===== src/rtl/osc_range_pkg.sv =====
package osc_range_pkg;

    localparam int RANGE_W = 4;
    localparam int FINE_W  = 3;
    localparam int MAX_STEPS = 3;
    localparam int STEP_IDX_W = $clog2(MAX_STEPS);

    localparam logic [RANGE_W-1:0] PIVOT_RANGE = 4'd13;
    localparam logic [RANGE_W-1:0] TOP_BAND_LO = 4'd14;
    localparam logic [RANGE_W-1:0] LOW_BAND_HI = 4'd12;
    localparam logic [RANGE_W-1:0] CLIMB_BELOW = 4'd12;

    typedef struct packed {
        logic [RANGE_W-1:0] rng;
        logic [FINE_W-1:0]  fine;
    } osc_setting_t;

    typedef struct packed {
        logic [STEP_IDX_W-1:0]         nsteps;
        osc_setting_t [MAX_STEPS-1:0]  step;
    } step_plan_t;

    typedef enum logic {
        SEQ_IDLE = 1'b0,
        SEQ_RUN  = 1'b1
    } seq_state_t;

    function automatic osc_setting_t mk_setting(logic [RANGE_W-1:0] r, logic [FINE_W-1:0] f);
        osc_setting_t s;
        s.rng  = r;
        s.fine = f;
        return s;
    endfunction

    function automatic step_plan_t build_plan(osc_setting_t cur, osc_setting_t tgt);
        step_plan_t p;
        p = '0;
        if (tgt.rng >= TOP_BAND_LO && cur.rng < CLIMB_BELOW) begin
            p.step[0] = mk_setting(cur.rng, '0);
            p.step[1] = mk_setting(tgt.rng, '0);
            p.step[2] = tgt;
            p.nsteps  = 2'd3;
        end else if (tgt.rng <= LOW_BAND_HI && cur.rng >= TOP_BAND_LO) begin
            p.step[0] = mk_setting(PIVOT_RANGE, cur.fine);
            p.step[1] = tgt;
            p.step[2] = tgt;
            p.nsteps  = 2'd2;
        end else begin
            p.step[0] = tgt;
            p.step[1] = tgt;
            p.step[2] = tgt;
            p.nsteps  = 2'd1;
        end
        return p;
    endfunction

endpackage


===== src/rtl/osc_range_plan.sv =====
module osc_range_plan
    import osc_range_pkg::*;
(
    input  osc_setting_t cur,
    input  osc_setting_t tgt,
    output step_plan_t   plan
);
    always_comb plan = build_plan(cur, tgt);
endmodule


===== src/rtl/osc_settle_timer.sv =====
module osc_settle_timer #(
    parameter int CNT_W = 8
) (
    input  logic             clk,
    input  logic             rst,
    input  logic             load,
    input  logic             run,
    input  logic [CNT_W-1:0] hold,
    output logic             expire
);
    logic [CNT_W-1:0] cnt;
    logic [CNT_W-1:0] hold_eff;

    always_comb hold_eff = (hold == '0) ? CNT_W'(1) : hold;

    always_ff @(posedge clk) begin
        if (rst) begin
            cnt <= CNT_W'(1);
        end else if (load) begin
            cnt <= hold_eff;
        end else if (run && cnt != CNT_W'(1)) begin
            cnt <= cnt - CNT_W'(1);
        end
    end

    always_comb expire = run && (cnt == CNT_W'(1));
endmodule


===== src/rtl/osc_range_seq.sv =====
module osc_range_seq
    import osc_range_pkg::*;
#(
    parameter int                 SETTLE_W    = 8,
    parameter logic [RANGE_W-1:0] RESET_RANGE = 4'd7,
    parameter logic [FINE_W-1:0]  RESET_FINE  = 3'd3
) (
    input  logic                clk,
    input  logic                rst,
    input  logic                req_valid,
    input  logic [RANGE_W-1:0]  req_range,
    input  logic [FINE_W-1:0]   req_fine,
    input  logic [SETTLE_W-1:0] settle_cycles,
    output logic [RANGE_W-1:0]  range_out,
    output logic [FINE_W-1:0]   fine_out,
    output logic                busy,
    output logic                done
);
    seq_state_t            state;
    osc_setting_t          cur_q;
    osc_setting_t          tgt_in;
    step_plan_t            plan_new;
    step_plan_t            plan_q;
    logic [STEP_IDX_W-1:0] idx_q;
    logic                  accept;
    logic                  expire;
    logic                  last_step;
    logic                  timer_load;
    logic                  done_q;

    always_comb tgt_in = mk_setting(req_range, req_fine);

    osc_range_plan u_plan (
        .cur  (cur_q),
        .tgt  (tgt_in),
        .plan (plan_new)
    );

    always_comb begin
        accept     = (state == SEQ_IDLE) && req_valid;
        last_step  = (idx_q == plan_q.nsteps - STEP_IDX_W'(1));
        timer_load = (accept && plan_new.nsteps != STEP_IDX_W'(1))
                   || (state == SEQ_RUN && expire && !last_step);
    end

    osc_settle_timer #(.CNT_W(SETTLE_W)) u_timer (
        .clk    (clk),
        .rst    (rst),
        .load   (timer_load),
        .run    (state == SEQ_RUN),
        .hold   (settle_cycles),
        .expire (expire)
    );

    always_ff @(posedge clk) begin
        if (rst) begin
            state  <= SEQ_IDLE;
            cur_q  <= mk_setting(RESET_RANGE, RESET_FINE);
            plan_q <= '0;
            idx_q  <= '0;
            done_q <= 1'b0;
        end else begin
            done_q <= 1'b0;
            case (state)
                SEQ_IDLE: begin
                    if (accept) begin
                        plan_q <= plan_new;
                        cur_q  <= plan_new.step[0];
                        if (plan_new.nsteps == STEP_IDX_W'(1)) begin
                            done_q <= 1'b1;
                        end else begin
                            state <= SEQ_RUN;
                            idx_q <= STEP_IDX_W'(1);
                        end
                    end
                end
                SEQ_RUN: begin
                    if (expire) begin
                        cur_q <= plan_q.step[idx_q];
                        if (last_step) begin
                            done_q <= 1'b1;
                            state  <= SEQ_IDLE;
                        end else begin
                            idx_q <= idx_q + STEP_IDX_W'(1);
                        end
                    end
                end
                default: state <= SEQ_IDLE;
            endcase
        end
    end

    always_comb begin
        range_out = cur_q.rng;
        fine_out  = cur_q.fine;
        busy      = (state == SEQ_RUN);
        done      = done_q;
    end
endmodule


===== config.mk =====
export PLATFORM = sky130hd
export DESIGN_NAME = osc_range_seq
export DESIGN_NICKNAME = d
export VERILOG_FILES = /design/src/rtl/osc_range_pkg.sv /design/src/rtl/osc_range_plan.sv /design/src/rtl/osc_settle_timer.sv /design/src/rtl/osc_range_seq.sv
export SDC_FILE = /design/constraint.sdc
export NUM_CORES = 1
export LEC_CHECK = 0
export BUFFER_PORTS_ARGS = -buffer_cell sky130_fd_sc_hd__buf_2
export CAP_MARGIN = 20
export CORE_MARGIN = 2
export CORE_UTILIZATION = 30
export DETAILED_ROUTE_END_ITERATION = 10
export HOLD_SLACK_MARGIN = 0.15
export SKIP_CTS_REPAIR_TIMING = 1
export SLEW_MARGIN = 25
export SYNTH_ARGS = -nofsm -noshare
export SYNTH_HDL_FRONTEND = slang
export SYNTH_SLANG_ARGS = --single-unit

===== constraint.sdc =====
create_clock -name clk -period 2.9 [get_ports clk]
set_input_delay 0.29 -clock clk [delete_from_list [all_inputs] [get_ports clk]]
set_output_delay 0.29 -clock clk [all_outputs]
set_load 0.02 [all_outputs]

; ---- Yosys cells after proc, flatten, opt, wreduce, memory -nomap -nowiden
; Cells that the tools add are included.
[word_totals]
out_inout_bits = 9
memories = 0
ramBits = 0
in_bits = 18
ff_bits = 42
latch_bits = 0
rom_bits = 0
[classes]
n_eq_ne = 9
n_reduce_logical = 15
n_shift = 0
n_bitwise = 1
multipliers = 0
muxes = 25
order_cmp = 5
div_mod_pow = 0
add_sub_neg = 3
[op_table]
columns = cell, n
row1 = 23-bit two-way mux, 2
row2 = 8-bit two-way mux, 3
row3 = 7-bit two-way mux, 3
row4 = 7-bit binary-select mux with 2-bit select, 1
row5 = 7-bit one-hot mux with 2 select lines, 1
row6 = "8-bit by 1-bit equality test with 1-bit output, second input constant", 1
row7 = "4-bit >= comparator, second input constant", 2
row8 = 1-bit logical AND, 8
row9 = 8-bit logical NOT, 1
row10 = 1-bit two-way mux, 8
row11 = 2-bit two-way mux, 4
row12 = "8-bit by 1-bit inequality test with 1-bit output, second input constant", 1
row13 = "8-bit by 1-bit subtractor with 8-bit output, second input constant", 1
row14 = "2-bit inequality test, second input constant", 3
row15 = "4-bit less-or-equal comparator, second input constant", 1
row16 = "4-bit less-than comparator, second input constant", 1
row17 = "2-bit by 1-bit inequality test with 1-bit output, second input constant", 2
row18 = 1-bit one-hot mux with 2 select lines, 2
row19 = 2-bit one-hot mux with 2 select lines, 1
row20 = 2-bit AND reduction, 2
row21 = 4-bit AND reduction, 1
row22 = "2-bit by 3-bit less-than comparator with 1-bit output, second input constant", 1
row23 = "2-bit by 1-bit adder with 2-bit output, second input constant", 1
row24 = "2-bit by 1-bit equality test with 1-bit output, second input constant", 1
row25 = other kinds (6), 6

; ---- Depth between registers and ports, before layout
; Gate-level depths: netlist (run 1).
[depth]
ltp_word = 8
mapped_depth = 8

; ---- Modules after synthesis
; A second synthesis (run 1) with hierarchy kept.
[unflattened]
hier_cells = 289
hier_area_um2 = 2344.7
[by_module_without_submodules]
columns = module, seq_area_each_um2, area_each_um2, n_inst, cells_each
row1 = osc_range_seq, 680.7, 1524.0, 1, 182
row2 = osc_settle_timer, 160.2, 541.8, 1, 66
row3 = osc_range_plan, 0.0, 279.0, 1, 41

; ---- Worst setup path after synthesis (run 1)
; OpenSTA, ideal clock, no wires.
[synth_timing]
kind = register -> register
startpoint = reg u_timer.cnt[1]
endpoint = reg u_timer.cnt[3]
t_required_ns = 2.826
setup_time_ns = 0.074
path_slack_ns = 1.150
t_arrival_ns = 1.676
stages_incl_launch_ff = 8
path_cell_list = dfxtp_1 > inv_1 > ha_1 > nor2b_1 > a31o_4 > or4_1 > or2_0 > a31oi_1
[synth_between]
elab_chain_len = 6
elab_cells_between_ends = 11
[synth_rtl]
columns = element, line
row1 = from (decl), osc_settle_timer.sv:11  ; logic [CNT_W-1:0] cnt;
row2 = from (signal assigned), osc_settle_timer.sv:20  ; cnt <= hold_eff;
row3 = from (signal assigned), osc_settle_timer.sv:22  ; cnt <= cnt - CNT_W'(1);
row4 = branches (longest 6 deep; another with 8-bit by 1-bit subtractor with 8-bit output), -
; Parallel ways; which one is timed is not known. The select of a mux whose other input is x is not followed.
; A chain may end at the register's enable or synchronous reset.

; ---- Worst setup path after layout (run 1)
[layout_timing]
startpoint = reg idx_q[0]
endpoint = reg u_timer.cnt[0]
[layout_between]
elab_chain_len = 5
elab_cells_between_ends = 6
[layout_rtl]
columns = element, line
row1 = from (decl), osc_range_seq.sv:24  ; logic [STEP_IDX_W-1:0] idx_q;
row2 = from (signal assigned), osc_range_seq.sv:84  ; idx_q <= idx_q + STEP_IDX_W'(1);
row3 = 2-bit equality test *, osc_range_seq.sv:41  ; last_step = (idx_q == plan_q.nsteps - STEP_IDX_W'(1));
row4 = 1-bit logical NOT *, osc_range_seq.sv:43  ; || (state == SEQ_RUN && expire && !last_step);
row5 = 1-bit logical AND *, osc_range_seq.sv:43
row6 = 1-bit logical OR *, osc_range_seq.sv:43
row7 = 8-bit two-way mux / 2-bit nonzero test (equally long branches), -
; Every way passes the cells marked *; elsewhere a longest branch is shown, timed or not.

==> results of run 1 <==
## flip-flops by register name, indices dropped and copies added, names as in the netlist
name and count:
u_timer.cnt 8, done 1, fine_out 3, busy 1
idx_q 2, range_out 4, plan_q 19
## power groups by stage
stage | clock network [W] | logic, W | registers, W
2_1_floorplan | 0 | 0.000269 | 0.000653
3_3_place_gp | 0 | 0.000369 | 0.000657
3_5_place_dp | 0 | 0.000374 | 0.000658
4_1_cts | 0.000402 | 0.000374 | 0.000646
5_1_grt | 0.000428 | 0.000414 | 0.000656
6_report | 0.000390 | 0.000374 | 0.000647
## cell families after synthesis
| logic type | synth area share |
|---|---|
| simple gates | 0.243 |
| compound gates | 0.247 |
| flops | 0.388 |
| buf+inv | 0.0401 |
| mux | 0.0644 |
| fa+ha+maj | 0.0127 |
| xor+xnor | 0.00446 |
## cells in the final DEF (no fill, tap or decap), types with 3 or more instances in the layout
cell	n
inv_1	4
nand4_1	4
buf_2	26
nand3_1	8
o22a_1	3
nor2b_1	3
a211oi_1	3
a21oi_1	29
a31oi_1	3
dfxtp_1	38
nand2_1	49
buf_4	5
nand2b_1	3
nor3_1	4
nor2_1	19
o211ai_1	7
mux2i_1	9
clkbuf_8	6
o21ai_0	9
## critical path, cell delays in order (launching register included)
cell	delay, ns
dfxtp_1	0.76
nand2b_1	0.14
mux2i_2	0.28
a2bb2oi_2	0.47
nor2_1	0.11
a311o_1	0.32
## final cells by class
type                       count  area share
multi-input combinational    191       0.497
sequential                    38       0.336
timing repair buffer          31      0.0741
tap                           77      0.0426
clock buffer                   6      0.0365
inverter                       5     0.00830
clock inverter                 2     0.00553
## per-stage QoR
stage / hold WS (ns) / cells / util / total power (W) / setup slack [ns]
after CTS: 0.228 / 350 / 0.356 / 0.00142 / 0.704
final: 0.235 / 350 / 0.356 / 0.00141 / 0.712
after global placement: 0.443 / 342 / 0.341 / 0.00103 / 0.779
after global routing: 0.230 / 350 / 0.356 / 0.00150 / 0.549
after detailed placement: 0.449 / 342 / 0.341 / 0.00103 / 0.719
after floorplan: 0.426 / 248 / - / 0.000922 / 1.15
## final timing paths
| check | slack [ns] | cells after the start | to |
|---|---|---|---|
| setup / recovery | 0.71 | 5 | u_timer.cnt[0]$_SDFFE_PP1P_ |
| hold reg to reg | 0.46 | 2 | plan_q[3]$_SDFFE_PP0P_ |
| hold / removal | 0.23 | 3 | plan_q[14]$_SDFFE_PP0P_ |
| setup reg to reg | 0.71 | 5 | u_timer.cnt[0]$_SDFFE_PP1P_ |
## per-layer routing
layer / global-route usage / part of all wire / vias up
met5: 0 / 0 / -
met1: 0.190 / 0.46 / 880
met2: 0.233 / 0.47 / 54
li1: - / - / 939
met4: 0.0765 / 0.022 / 0
met3: 0.0350 / 0.047 / 8
==> impl_metrics.env, run 1 <==
export IMPL_wirelength_um=5090
export IMPL_swShare=0.347
export IMPL_die_area_um2=7210
export IMPL_worstSetupPathType="reg -> reg"
export IMPL_fillers=640
export IMPL_crit_arrival_ns=2.37
export IMPL_worst_pin_slew_ns=0.700
export IMPL_combinationalPowerShare=0.265
export IMPL_hp_class="in -> reg"
export IMPL_sequentialPowerShare=0.458
export IMPL_setup_tns_ns=0
export IMPL_grt_pass1_vias=1781
export IMPL_die_y_um=84.9
export IMPL_crit_path_start="idx_q[0]$_SDFFE_PP0P_"
export IMPL_maxCapViolCount=0
export IMPL_drive_gt1_frac=0.179
export IMPL_hold_viol_final=0
export IMPL_netSwitchingPower_w=0.000489
export IMPL_leakage_nw=0.836
export IMPL_vias=1881
export IMPL_skew_ns=0.00843
export IMPL_final_seq_area_um2=761
export IMPL_synthArstFlopShare=0
export IMPL_pin_count=27
export IMPL_firstDrtPassIters=6
export IMPL_fmax_mhz=457
export IMPL_synth_seq_area_share=0.388
export IMPL_ys_warn_count=0
export IMPL_crit_fanout=16
export IMPL_synthToLayoutAreaGrowth_pct=15.2
export IMPL_ys_ff_latch=38
export IMPL_h_tree_depth=2
export IMPL_cp_end_kind="flip-flop"
export IMPL_netlist_area_um2=1960
export IMPL_diodes=0
export IMPL_fin_nets=292
export IMPL_syn_nets=268
export IMPL_grt_pass1_wl_um=8510
export IMPL_p_per_area_nw_per_um2=624
export IMPL_antenna_found_initial=0
export IMPL_status="finished clean"
export IMPL_clock_power_share=0.276
export IMPL_clock_latency_ns=0.30
export IMPL_cts_max_path_buffers=2
export IMPL_rsz0062_at_grt="no"
export IMPL_overflow=0
export IMPL_cts_tree="built"
export IMPL_track_usage=0.148
export IMPL_startpoint_type="flip-flop"
export IMPL_portBuffers=26
export IMPL_max_slew_margin=0.533
export IMPL_fp_row_count=29
export IMPL_required_ns=3.09
export IMPL_avgSynthCellArea_um2=7.92
export IMPL_cell_internal_pwr_w=0.000922
export IMPL_fp_coreArea_um2=6350
export IMPL_holdCritStartpoint="req_fine[0]"
export IMPL_synthDistinctLibCells=51
export IMPL_viasPerCell=5.37
export IMPL_antenna_left=0
export IMPL_synth_cells=248
export IMPL_cts_made_buffers=5
export IMPL_dpl_hpwl_um=3560
export IMPL_grt_max_degree=37
export IMPL_synth_edf_count=0
export IMPL_drt_iter0_drc=125
export IMPL_drc=0
export IMPL_yosys_top_cells_area="dfxtp_1 (39%), nand2_1 (9.4%), a21oi_1 (7.4%), mux2i_1 (4.6%), nor2_1 (3.6%)"
export IMPL_start_util=0.309
export IMPL_yosysTopAreaCell="dfxtp_1"
export IMPL_cts_sinks=38
export IMPL_setup_viol=0
export IMPL_maxSlewViolCount=0
export IMPL_ys_flop_type="dfxtp_1"
export IMPL_period_share=0.754
export IMPL_fin_area_um2=2260
export IMPL_routedWlPerCell_um=14.5
export IMPL_cts_root_buf="clkbuf_8"
export IMPL_synth_most_common_cell="nand2_1"
export IMPL_multi_input_area_um2=1120
export IMPL_gp_congestion=0.804
export IMPL_vdd_ir_drop_max_mv=0.170
export IMPL_clkSlewWorstSetupHoldPaths_ns=0.08
export IMPL_synth_top_area_share=0.388
export IMPL_worst_r2r_startpoint="idx_q[0]$_SDFFE_PP0P_"
export IMPL_netlist_top_cells_count="nand2_1 (49), dfxtp_1 (38), a21oi_1 (29)"
export IMPL_die_x_um=84.9
export IMPL_place_area_um2=2170
export IMPL_layout_min_cycle_time_ns=2.19
Power figures use the tool's default switching activity.
==> run 2: changes to the inputs <==
clock period = 2.2 ns   (was 2.9 ns; I/O delays follow)
==> run 2 against run 1 <==
  * Clock-buffer cell count unchanged
  * Register-to-register slack worse by 0.40 ns
  * Highest routed layer unchanged
  * Sequential power increased by 30%
  * Largest power group unchanged
  * Hold slack got worse by 0.066 ns
  * Final area increased by 2.3%
==> impl_metrics.env, run 2 (synthesis results as in run 1) <==
export IMPL_diodes=0
export IMPL_timing_hold_ws_ns=0.169
export IMPL_layout_min_cycle_time_ns=1.89
export IMPL_hold_end="plan_q[15]$_SDFFE_PP0P_"
export IMPL_holdCritStartpoint="req_fine[1]"
export IMPL_startpoint_type="flip-flop"
export IMPL_setup_viol=0
export IMPL_portBuffers=26
export IMPL_r2r_end="u_timer.cnt[7]$_SDFFE_PP0P_"
export IMPL_rsz0062_at_grt="no"
export IMPL_overflow=0
export IMPL_routedWlPerCell_um=14.3
export IMPL_final_common_cell="nand2_1"
export IMPL_fin_nets=299
export IMPL_slowest_delay_ns=0.37
export IMPL_max_slew_margin=0.713
export IMPL_die_area_um2=7210
export IMPL_clock_latency_ns=0.30
export IMPL_period_share=0.859
export IMPL_cts_root_buf="clkbuf_8"
export IMPL_h_tree_depth=2
export IMPL_maxSlewViolCount=0
export IMPL_hold_viol_final=0
export IMPL_dpl_cell_count=349
export IMPL_crit_path_start="u_timer.cnt[1]$_SDFFE_PP0P_"
export IMPL_required_ns=2.40
export IMPL_cp_end_kind="flip-flop"
export IMPL_pin_count=27
export IMPL_cts_sinks=38
export IMPL_synthToLayoutAreaGrowth_pct=17.9
export IMPL_fp_coreArea_um2=6350
export IMPL_grt_pass1_vias=1735
export IMPL_worst_r2r_startpoint="u_timer.cnt[1]$_SDFFE_PP0P_"
export IMPL_antenna_left=0
export IMPL_hp_class="in -> reg"
export IMPL_worst_pin_slew_ns=0.430
export IMPL_layout_common_cells="nand2_1 (49), dfxtp_1 (38), a21oi_1 (29)"
export IMPL_maxCapViolCount=0
export IMPL_fillers=652
export IMPL_setup_tns_ns=0
export IMPL_drt_iter0_drc=151
export IMPL_worstSetupPathType="reg -> reg"
export IMPL_die_y_um=84.9
export IMPL_crit_arrival_ns=2.09
export IMPL_largest_register="plan_q"
export IMPL_skew_ns=0.00762
export IMPL_fin_cells=357
export IMPL_dpl_hpwl_um=3650
export IMPL_largest_reg_flops=19
export IMPL_wirelength_um=5100
export IMPL_viasPerCell=5.19
export IMPL_cts_tree="built"
export IMPL_crit_chain="inv_1 -> ha_1 -> nor2b_1 -> nand3_1 -> a2bb2oi_2 -> buf_4 -> nor2_1 -> a311oi_1"
export IMPL_rr_worst_depth=8
export IMPL_fp_row_count=29
export IMPL_cts_max_path_buffers=2
export IMPL_firstDrtPassIters=4
export IMPL_grt_max_degree=37
export IMPL_slowest_stage="dfxtp_1"
export IMPL_vias=1852
export IMPL_cts_made_buffers=5
export IMPL_track_usage=0.146
export IMPL_setup_ws_ns=0.311
export IMPL_p_per_area_nw_per_um2=812
export IMPL_vdd_ir_drop_max_mv=0.241
export IMPL_dp_slack_ns=0.325
export IMPL_leakage_nw=0.871
export IMPL_drive_gt1_frac=0.200
export IMPL_grt_pass1_wl_um=8360
export IMPL_drc=0
export IMPL_start_util=0.309
export IMPL_die_x_um=84.9
export IMPL_reg2reg_slack_ns=0.31
export IMPL_crit_fanout=8
export IMPL_antenna_found_initial=0
export IMPL_status="finished clean"
export IMPL_hold_depth=3
export IMPL_fmax_mhz=529
export IMPL_gp_congestion=0.927
export IMPL_clkSlewWorstSetupHoldPaths_ns=0.08
## run 2: cell type report
cell class | count | area (um2) | area share
Timing Repair Buffer | 38 | 220 | 0.0951
Clock inverter | 2 | 12.5 | 0.00541
Tap cell | 77 | 96.3 | 0.0416
Inverter | 5 | 18.8 | 0.00811
Multi-Input combinational cell | 191 | 1120 | 0.485
Clock buffer | 6 | 82.6 | 0.0357
Sequential cell | 38 | 761 | 0.329
## run 2: per-layer routing
layer,part of all wire,global-route usage,up-vias
met5,0,0,-
met2,0.48,0.236,31
met1,0.47,0.192,857
li1,-,-,958
met4,0.013,0.0462,0
met3,0.039,0.0370,6
## run 2: stage by stage
| step | power (W) | utilization | cell area (um2) |
|---|---|---|---|
| 6_report | 0.00188 | 0.365 | 2310 |
| 5_1_grt | 0.00200 | 0.365 | 2310 |
| 4_1_cts | 0.00189 | 0.365 | 2310 |
| 3_5_place_dp | 0.00139 | 0.350 | 2220 |
| 3_3_place_gp | 0.00138 | 0.350 | 2220 |
| 2_1_floorplan | 0.00122 | - | 1960 |
## run 2: how the worst max path moves through the flow
stage / end / slack [ns] / cells past startpoint
finish: u_timer.cnt[7]$_SDFFE_PP0P_ / 0.31 / 8
global route: u_timer.cnt[7]$_SDFFE_PP0P_ / 0.20 / 8
CTS: u_timer.cnt[3]$_SDFFE_PP0P_ / 0.32 / 7
detailed placement: u_timer.cnt[7]$_SDFFE_PP0P_ / 0.33 / 8
global placement: u_timer.cnt[3]$_SDFFE_PP0P_ / 0.38 / 7
floorplan: u_timer.cnt[3]$_SDFFE_PP0P_ / 0.45 / 7
## run 2: power by group
group | internal (W) | total (W) | switching, W
Combinational | 0.000219 | 0.000530 | 0.000310
Clock | 0.000252 | 0.000507 | 0.000255
Sequential | 0.000767 | 0.000842 | 0.0000749
Total | 0.00124 | 0.00188 | 0.000641
## run 2: critical path, delay by kind of cell (launching register included)
family / cells / cell delay, ns
fa+ha+maj: 1 / 0.19
compound gates: 2 / 0.59
simple gates: 3 / 0.37
buf+inv: 2 / 0.28
flops: 1 / 0.37
